<file path="config.mk">
export PLATFORM = sky130hd
export DESIGN_NAME = paged_addr_decoder
export DESIGN_NICKNAME = d
export VERILOG_FILES = /design/src/rtl/pdec_pkg.sv /design/src/rtl/page_reg.sv /design/src/rtl/mem_map.sv /design/src/rtl/bus_ctrl.sv /design/src/rtl/paged_addr_decoder.sv
export SDC_FILE = /design/constraint.sdc
export NUM_CORES = 1
export LEC_CHECK = 0
export BUFFER_PORTS_ARGS = -buffer_cell sky130_fd_sc_hd__buf_2
export CAP_MARGIN = 20
export CORE_MARGIN = 8
export CORE_UTILIZATION = 43
export CTS_CLUSTER_SIZE = 16
export DETAILED_ROUTE_END_ITERATION = 8
export PLACE_DENSITY = 0.8
export SYNTH_ARGS = -nofsm -noshare
export SYNTH_HDL_FRONTEND = slang
export SYNTH_HIERARCHICAL = 1
export SYNTH_SLANG_ARGS = --single-unit
</file>
<file path="constraint.sdc">
create_clock -name clk -period 2 [get_ports clk]
set_clock_uncertainty 0.2 [all_clocks]
set_input_delay 0.4 -clock clk [delete_from_list [all_inputs] [get_ports clk]]
set_output_delay 0.4 -clock clk [all_outputs]
set_load 0.1 [all_outputs]
</file>
<file path="src/rtl/pdec_pkg.sv">
package pdec_pkg;
  localparam int ROM_SLOTS = 6;

  typedef struct packed {
    logic [ROM_SLOTS-1:0] rom;
    logic                 wram;
    logic                 cram;
    logic                 nvram;
    logic                 nvram_we;
    logic                 led;
    logic                 wdog;
    logic                 grant;
    logic                 start;
    logic                 dma_wr;
    logic [2:0]           breg;
    logic [3:0]           nvdat;
  } dec_t;

  // Banked slots 0..4: page value and 16 KB bank of the low window
  function automatic int slot_page(input int s);
    return (s < 3) ? 0 : 4;
  endfunction

  function automatic int slot_bank(input int s);
    return (s < 3) ? s : s - 3;
  endfunction
endpackage

</file>
<file path="src/rtl/page_reg.sv">
module page_reg #(
  parameter int PAGE_W = 4
) (
  input  logic              clk,
  input  logic              rst,
  input  logic              load,
  input  logic [PAGE_W-1:0] din,
  output logic [PAGE_W-1:0] q
);
  always_ff @(posedge clk) begin
    if (rst)       q <= '0;
    else if (load) q <= din;
  end
endmodule

</file>
<file path="src/rtl/mem_map.sv">
module mem_map #(
  parameter int ADDR_W = 16,
  parameter int PAGE_W = 4,
  parameter int SLOTS  = pdec_pkg::ROM_SLOTS
) (
  input  logic [ADDR_W-1:0] addr,
  input  logic              rd,
  input  logic              wr,
  input  logic [PAGE_W-1:0] page,
  input  logic              unprot,
  output logic [SLOTS-1:0]  rom,
  output logic              wram,
  output logic              cram,
  output logic              nvram,
  output logic              nvram_we,
  output logic              led,
  output logic              wdog,
  output logic              page_ld,
  output logic              low_dma,
  output logic              blit_win
);
  localparam int HI = ADDR_W - 1;
  localparam logic [ADDR_W-1:0] LOW_END = ADDR_W'('hA000);

  logic in_low;
  logic page_hi;
  logic [1:0] bank;

  assign in_low  = addr < LOW_END;
  assign page_hi = page[PAGE_W-1];
  assign bank    = addr[HI -: 2];

  genvar s;
  generate
    for (s = 0; s < SLOTS - 1; s++) begin : g_slot
      assign rom[s] = rd && in_low && (page == PAGE_W'(pdec_pkg::slot_page(s)))
                      && (bank == 2'(pdec_pkg::slot_bank(s)));
    end
  endgenerate
  assign rom[SLOTS-1] = rd && (addr[HI -: 3] == 3'b111);

  always_comb begin
    wram     = (rd || wr) && ((addr[HI -: 3] == 3'b101) || (addr[HI -: 5] == 5'b11010));
    cram     = (rd || wr) && (addr[HI -: 5] == 5'b11000);
    nvram    = 1'b0;
    nvram_we = 1'b0;
    if (addr[HI -: 6] == 6'b110011) begin
      if (rd) nvram = 1'b1;
      if (wr && unprot && (addr[9:8] != 2'b00)) begin
        nvram    = 1'b1;
        nvram_we = 1'b1;
      end
    end
    page_ld  = wr && (addr[HI -: 9] == 9'h190);
    led      = wr && (addr[HI -: 9] == 9'h191);
    wdog     = wr && (addr[HI -: 9] == 9'h192);
    blit_win = (addr[HI -: 12] == 12'hCBB);
    low_dma  = in_low && !page_hi &&
               (wr || (rd && (page[PAGE_W-2:0] != '0) &&
                       (page[PAGE_W-2:0] != (PAGE_W-1)'(4))));
  end
endmodule

</file>
<file path="src/rtl/bus_ctrl.sv">
module bus_ctrl (
  input  logic low_dma,
  input  logic blit_win,
  input  logic wr,
  input  logic halt,
  input  logic wcnt,
  output logic grant,
  output logic start,
  output logic dma_wr
);
  always_comb begin
    start  = wr && blit_win && !halt;
    grant  = !halt && (low_dma || start);
    dma_wr = wr && !halt && wcnt;
  end
endmodule

</file>
<file path="src/rtl/paged_addr_decoder.sv">
module paged_addr_decoder #(
  parameter int ADDR_W = 16,
  parameter int DATA_W = 8,
  parameter int PAGE_W = 4,
  parameter int NV_W   = 4
) (
  input  logic              clk,
  input  logic              rst,
  input  logic              addr_valid,
  input  logic [ADDR_W-1:0] cpu_addr,
  input  logic              cpu_rnw,
  input  logic [DATA_W-1:0] cpu_data,
  input  logic              mem_unprot,
  input  logic              blit_busy,
  input  logic              wcount_en,
  output logic [PAGE_W-1:0] page,
  output logic [5:0]        rom_sel,
  output logic              work_ram_sel,
  output logic              color_ram_sel,
  output logic              nvram_sel,
  output logic              nvram_we,
  output logic [NV_W-1:0]   nvram_wdata,
  output logic              led_wr,
  output logic              wdog_wr,
  output logic              dma_bus_en,
  output logic              blit_start,
  output logic [2:0]        blit_reg,
  output logic              dma_write
);
  import pdec_pkg::*;

  logic rd, wr;
  logic page_ld, low_dma, blit_win;
  dec_t nxt, cur;

  assign rd = addr_valid && cpu_rnw;
  assign wr = addr_valid && !cpu_rnw;

  page_reg #(.PAGE_W(PAGE_W)) u_page (
    .clk (clk), .rst (rst), .load (page_ld),
    .din (cpu_data[PAGE_W-1:0]), .q (page)
  );

  mem_map #(.ADDR_W(ADDR_W), .PAGE_W(PAGE_W), .SLOTS(ROM_SLOTS)) u_map (
    .addr (cpu_addr), .rd (rd), .wr (wr), .page (page), .unprot (mem_unprot),
    .rom (nxt.rom), .wram (nxt.wram), .cram (nxt.cram), .nvram (nxt.nvram),
    .nvram_we (nxt.nvram_we), .led (nxt.led), .wdog (nxt.wdog),
    .page_ld (page_ld), .low_dma (low_dma), .blit_win (blit_win)
  );

  bus_ctrl u_bus (
    .low_dma (low_dma), .blit_win (blit_win), .wr (wr), .halt (blit_busy),
    .wcnt (wcount_en), .grant (nxt.grant), .start (nxt.start), .dma_wr (nxt.dma_wr)
  );

  assign nxt.breg  = nxt.start ? cpu_addr[2:0] : 3'd0;
  assign nxt.nvdat = nxt.nvram_we ? cpu_data[NV_W-1:0] : '0;

  always_ff @(posedge clk) begin
    if (rst) cur <= '0;
    else     cur <= nxt;
  end

  assign rom_sel       = cur.rom;
  assign work_ram_sel  = cur.wram;
  assign color_ram_sel = cur.cram;
  assign nvram_sel     = cur.nvram;
  assign nvram_we      = cur.nvram_we;
  assign nvram_wdata   = cur.nvdat;
  assign led_wr        = cur.led;
  assign wdog_wr       = cur.wdog;
  assign dma_bus_en    = cur.grant;
  assign blit_start    = cur.start;
  assign blit_reg      = cur.breg;
  assign dma_write     = cur.dma_wr;

  // no bus grant while the blitter was busy
  assert_grant_idle_R4: assert property (@(posedge clk) disable iff (rst)
    $past(blit_busy) |-> !dma_bus_en);

  // a start strobe always comes with the bus grant
  assert_start_grant_R5: assert property (@(posedge clk) disable iff (rst)
    blit_start |-> dma_bus_en);

  // NVRAM writes only when unprotected and the access was a write
  assert_nvram_prot_R6: assert property (@(posedge clk) disable iff (rst)
    nvram_we |-> ($past(mem_unprot) && !$past(cpu_rnw)));

  // write direction only for an idle-blitter write
  assert_dir_write_R7: assert property (@(posedge clk) disable iff (rst)
    dma_write |-> ($past(addr_valid) && !$past(cpu_rnw) && !$past(blit_busy)));

  // page window write loads the low data bits
  assert_page_load_R8: assert property (@(posedge clk) disable iff (rst)
    ($past(addr_valid) && !$past(cpu_rnw) && !$past(rst) &&
     ($past(cpu_addr[ADDR_W-1 -: 9]) == 9'h190))
    |-> (page == $past(cpu_data[PAGE_W-1:0])));

  // an idle cycle leaves no memory select behind
  assert_idle_quiet_R2: assert property (@(posedge clk) disable iff (rst)
    (!$past(addr_valid) && !$past(rst)) |-> (rom_sel == '0 && !nvram_sel && !dma_bus_en));

  // memory selects are mutually exclusive
  assert_sel_onehot_R11: assert property (@(posedge clk) disable iff (rst)
    $onehot0({rom_sel, work_ram_sel, color_ram_sel, nvram_sel}));
endmodule

</file>
==> key figures <==
Yosys
  – Synth top area share: 48.5%
  – Top-count cell post-synth: dfxtp_1
  – Main synth FF type: dfxtp_1
  – Count of flip-flops with a built-in enable after synthesis: 0
  – Cells after Synth: between 100 and 150
  – Avg Cell Area, Syn: between 10 and 15 um^2
  – Syn_nets: roughly 130
  – Yosys top cell by area: dfxtp_1
  – Post-synthesis sequential area ratio: 48.5%
  – Yosys warnings: 6
  – Synth async-reset ratio: 0%
  – Top cells by count, synth: dfxtp_1, nor2b_1, and3b_1
  – Netlist cell types: 29
  – Synthesized cell area: between 0.001 and 0.0015 mm^2
  – Area contributors post-synth: dfxtp_1, nor2b_1, and3b_1
  – Synthesized flop and latch total: 26

Status
  – Outcome: finished clean

Floorplanning
  – CORE AREA: 0.00243 mm^2
  – Die width: between 60 and 70 um
  – Die height: ~66 um
  – Die area: roughly 0.0044 mm^2
  – Ports: 57
  – Initial core utilization: about 44%
  – # rows: 18

Final layout
  – Nets: 189
  – Register Area: around 520 um^2
  – Area of the multi-input gates: around 510 um^2
  – Ant. Diodes: 0
  – Layout cells sized above 1: ~43%
  – Layout fillers: 218
  – Final Core Density: between 50% and 60%
  – Number of flip-flops in the largest register: 6
  – Non-Filler Instances: 187
  – Syn-to-layout area delta: 33.2%

Worst setup path
  – Crit path max fanout: 7
  – Buffers & Inverters on Critical Path: 1
  – Worst r2r path cells: 3
  – Req. time, crit path: 1.40 ns
  – CP Cell Sequence: buf_2
  – Slowest CP cell: dfxtp_1
  – Crit path capture type: output pin
  – Family with the most delay on the worst path: flip-flops
  – Critical path's largest stage delay: just over 0.5 ns
  – Critical Path AT: 1.33 ns
  – Critical Path Stages: 1
  – Crit start category: flip-flop
  – Crit Path Class: reg -> out

Placement
  – GPL Wtd Cong: just under 0.9
  – Port Buf Inserts: a little over 50
  – HPWL Detailed: roughly 2 mm
  – Placed instance count: 183

Pwr
  – Power Dens Cells: slightly below 700 mW/mm^2
  – Leakage: between 0.6 and 0.7 nW
  – Total power: 0.000983 W
  – Worst VDD drop: 385 uV

Job
  – Max Cap Viol: 0

Drt
  – Via/cell ratio: 4.94
  – Starting DRT DRC Count: 39
  – Routed length per instance: 13.8 um
  – DRC: 0
  – DR vias: around 920
  – Post-route ant nets: 0
  – Total iterations of the first detailed-routing run: 4
  – Total wire length: between 2 and 3 mm

STA
  – Slew HR: 67.1%
  – Crit path time final: a little under 2 ns
  – RSZ-0062 raised after global routing: no
  – Least-Margin Pin Slew: 0.497 ns
  – Fin crit share: 96.5%
  – Max Freq: approximately 0.52 GHz
  – Fin Hold WS: around 0.11 ns
  – TNS Setup: 0 ns
  – Final Slew Violations: 0
  – Final setup viols: 0
  – Final hold vios: 0

Global routing
  – Grt met3 use: between 2 and 3%
  – Met1 global-route usage: ~12%
  – Global-route wire length before repair: just over 4 mm
  – Grt met2 use: 21.3%
  – Initial antenna violation count: 0
  – GRT busiest layer: met2
  – Largest net degree at the start of global routing: 27
  – GRT Overall Usage: around 12%
  – Grt total ovfl: 0
  – Vias in the first global route: ~920

Clock network
  – Root buffer cell: clkbuf_4
  – Clock sinks: 26
  – CTS tree: yes
  – Num CTS Buffers: 3
  – Insertion delay to the later sink of the worst-skew pair: between 0.3 and 0.4 ns
  – Maximum clock insertion buffer count: 2
  – CTS clk-pin slew, worst paths: 0.15 ns
  – Post-cts sizing count: 0
  – H-tree levels: 1
  – CTS Hold Buffers Added: 0
  – Setup repair bufs after CTS: 0

Min path
  – Hold Path Depth: 2
  – Hold WC Path Type: in -> reg
-- cells by family (layout without fill, tap and decap cells) --
family	after synthesis	count (layout)	share of synthesized area [%]
AND/OR/NAND/NOR	55	55	38.5
flip-flops	26	26	48.5
AO/OA/AOI/OAI	9	9	5.36
buffers and inverters	8	63	3.96
multiplexers	4	4	3.73
-- metal layers --
layer,wire (um),up-vias
li1,-,469
met1,1010,415
met2,1300,35
met3,216,4
met4,44,0
met5,0,-
-- worst paths after layout --
kind / slack (ns) / from / end
min reg2reg: 0.35 / u_page/q[1] / u_page/q[1]
max: 0.07 / u_page/q[2] / page[2]
max reg2reg: 0.38 / u_page/q[1] / rom_sel[3]
min: 0.11 / cpu_addr[0] / blit_reg[0]
-- placed cells by master, fill, tap and decap left out, types with 2 or more instances in the layout --
cell type / instances
a211oi_1: 3
nor2_1: 5
buf_4: 6
buf_2: 51
nor2b_1: 16
nor3_1: 3
a21oi_1: 2
nand2_1: 4
inv_1: 2
dfxtp_1: 25
clkbuf_4: 3
nor4_2: 2
mux2i_1: 4
nand2b_1: 3
and3b_1: 9
o21ai_0: 2
nor4_1: 2
nand4bb_1: 3
-- metrics by stage --
stage	area (um^2)	worst slack (ns)
3_5_place_dp	1380	0.115
2_1_floorplan	1070	0.0156
6_report	1430	0.0695
3_3_place_gp	1380	0.151
5_1_grt	1430	0.00288
4_1_cts	1430	0.0562
-- area by class of cell --
type	instances	area share, %
repair buffers	57	21.0
well taps	30	2.62
clock inverters	1	2.10
inverters	2	0.525
multi-input cells	68	35.7
flip-flops and latches	26	36.5
clock buffers	3	1.57
-- power breakdown --
group	total [W]	switching [W]	internal (W)
clock	0.000362	0.000159	0.000203
sequential	0.000521	0.000000514	0.000520
combinational	0.000100	0.0000601	0.0000402
total	0.000983	0.000220	0.000763
(Power assumes the default switching activity.)
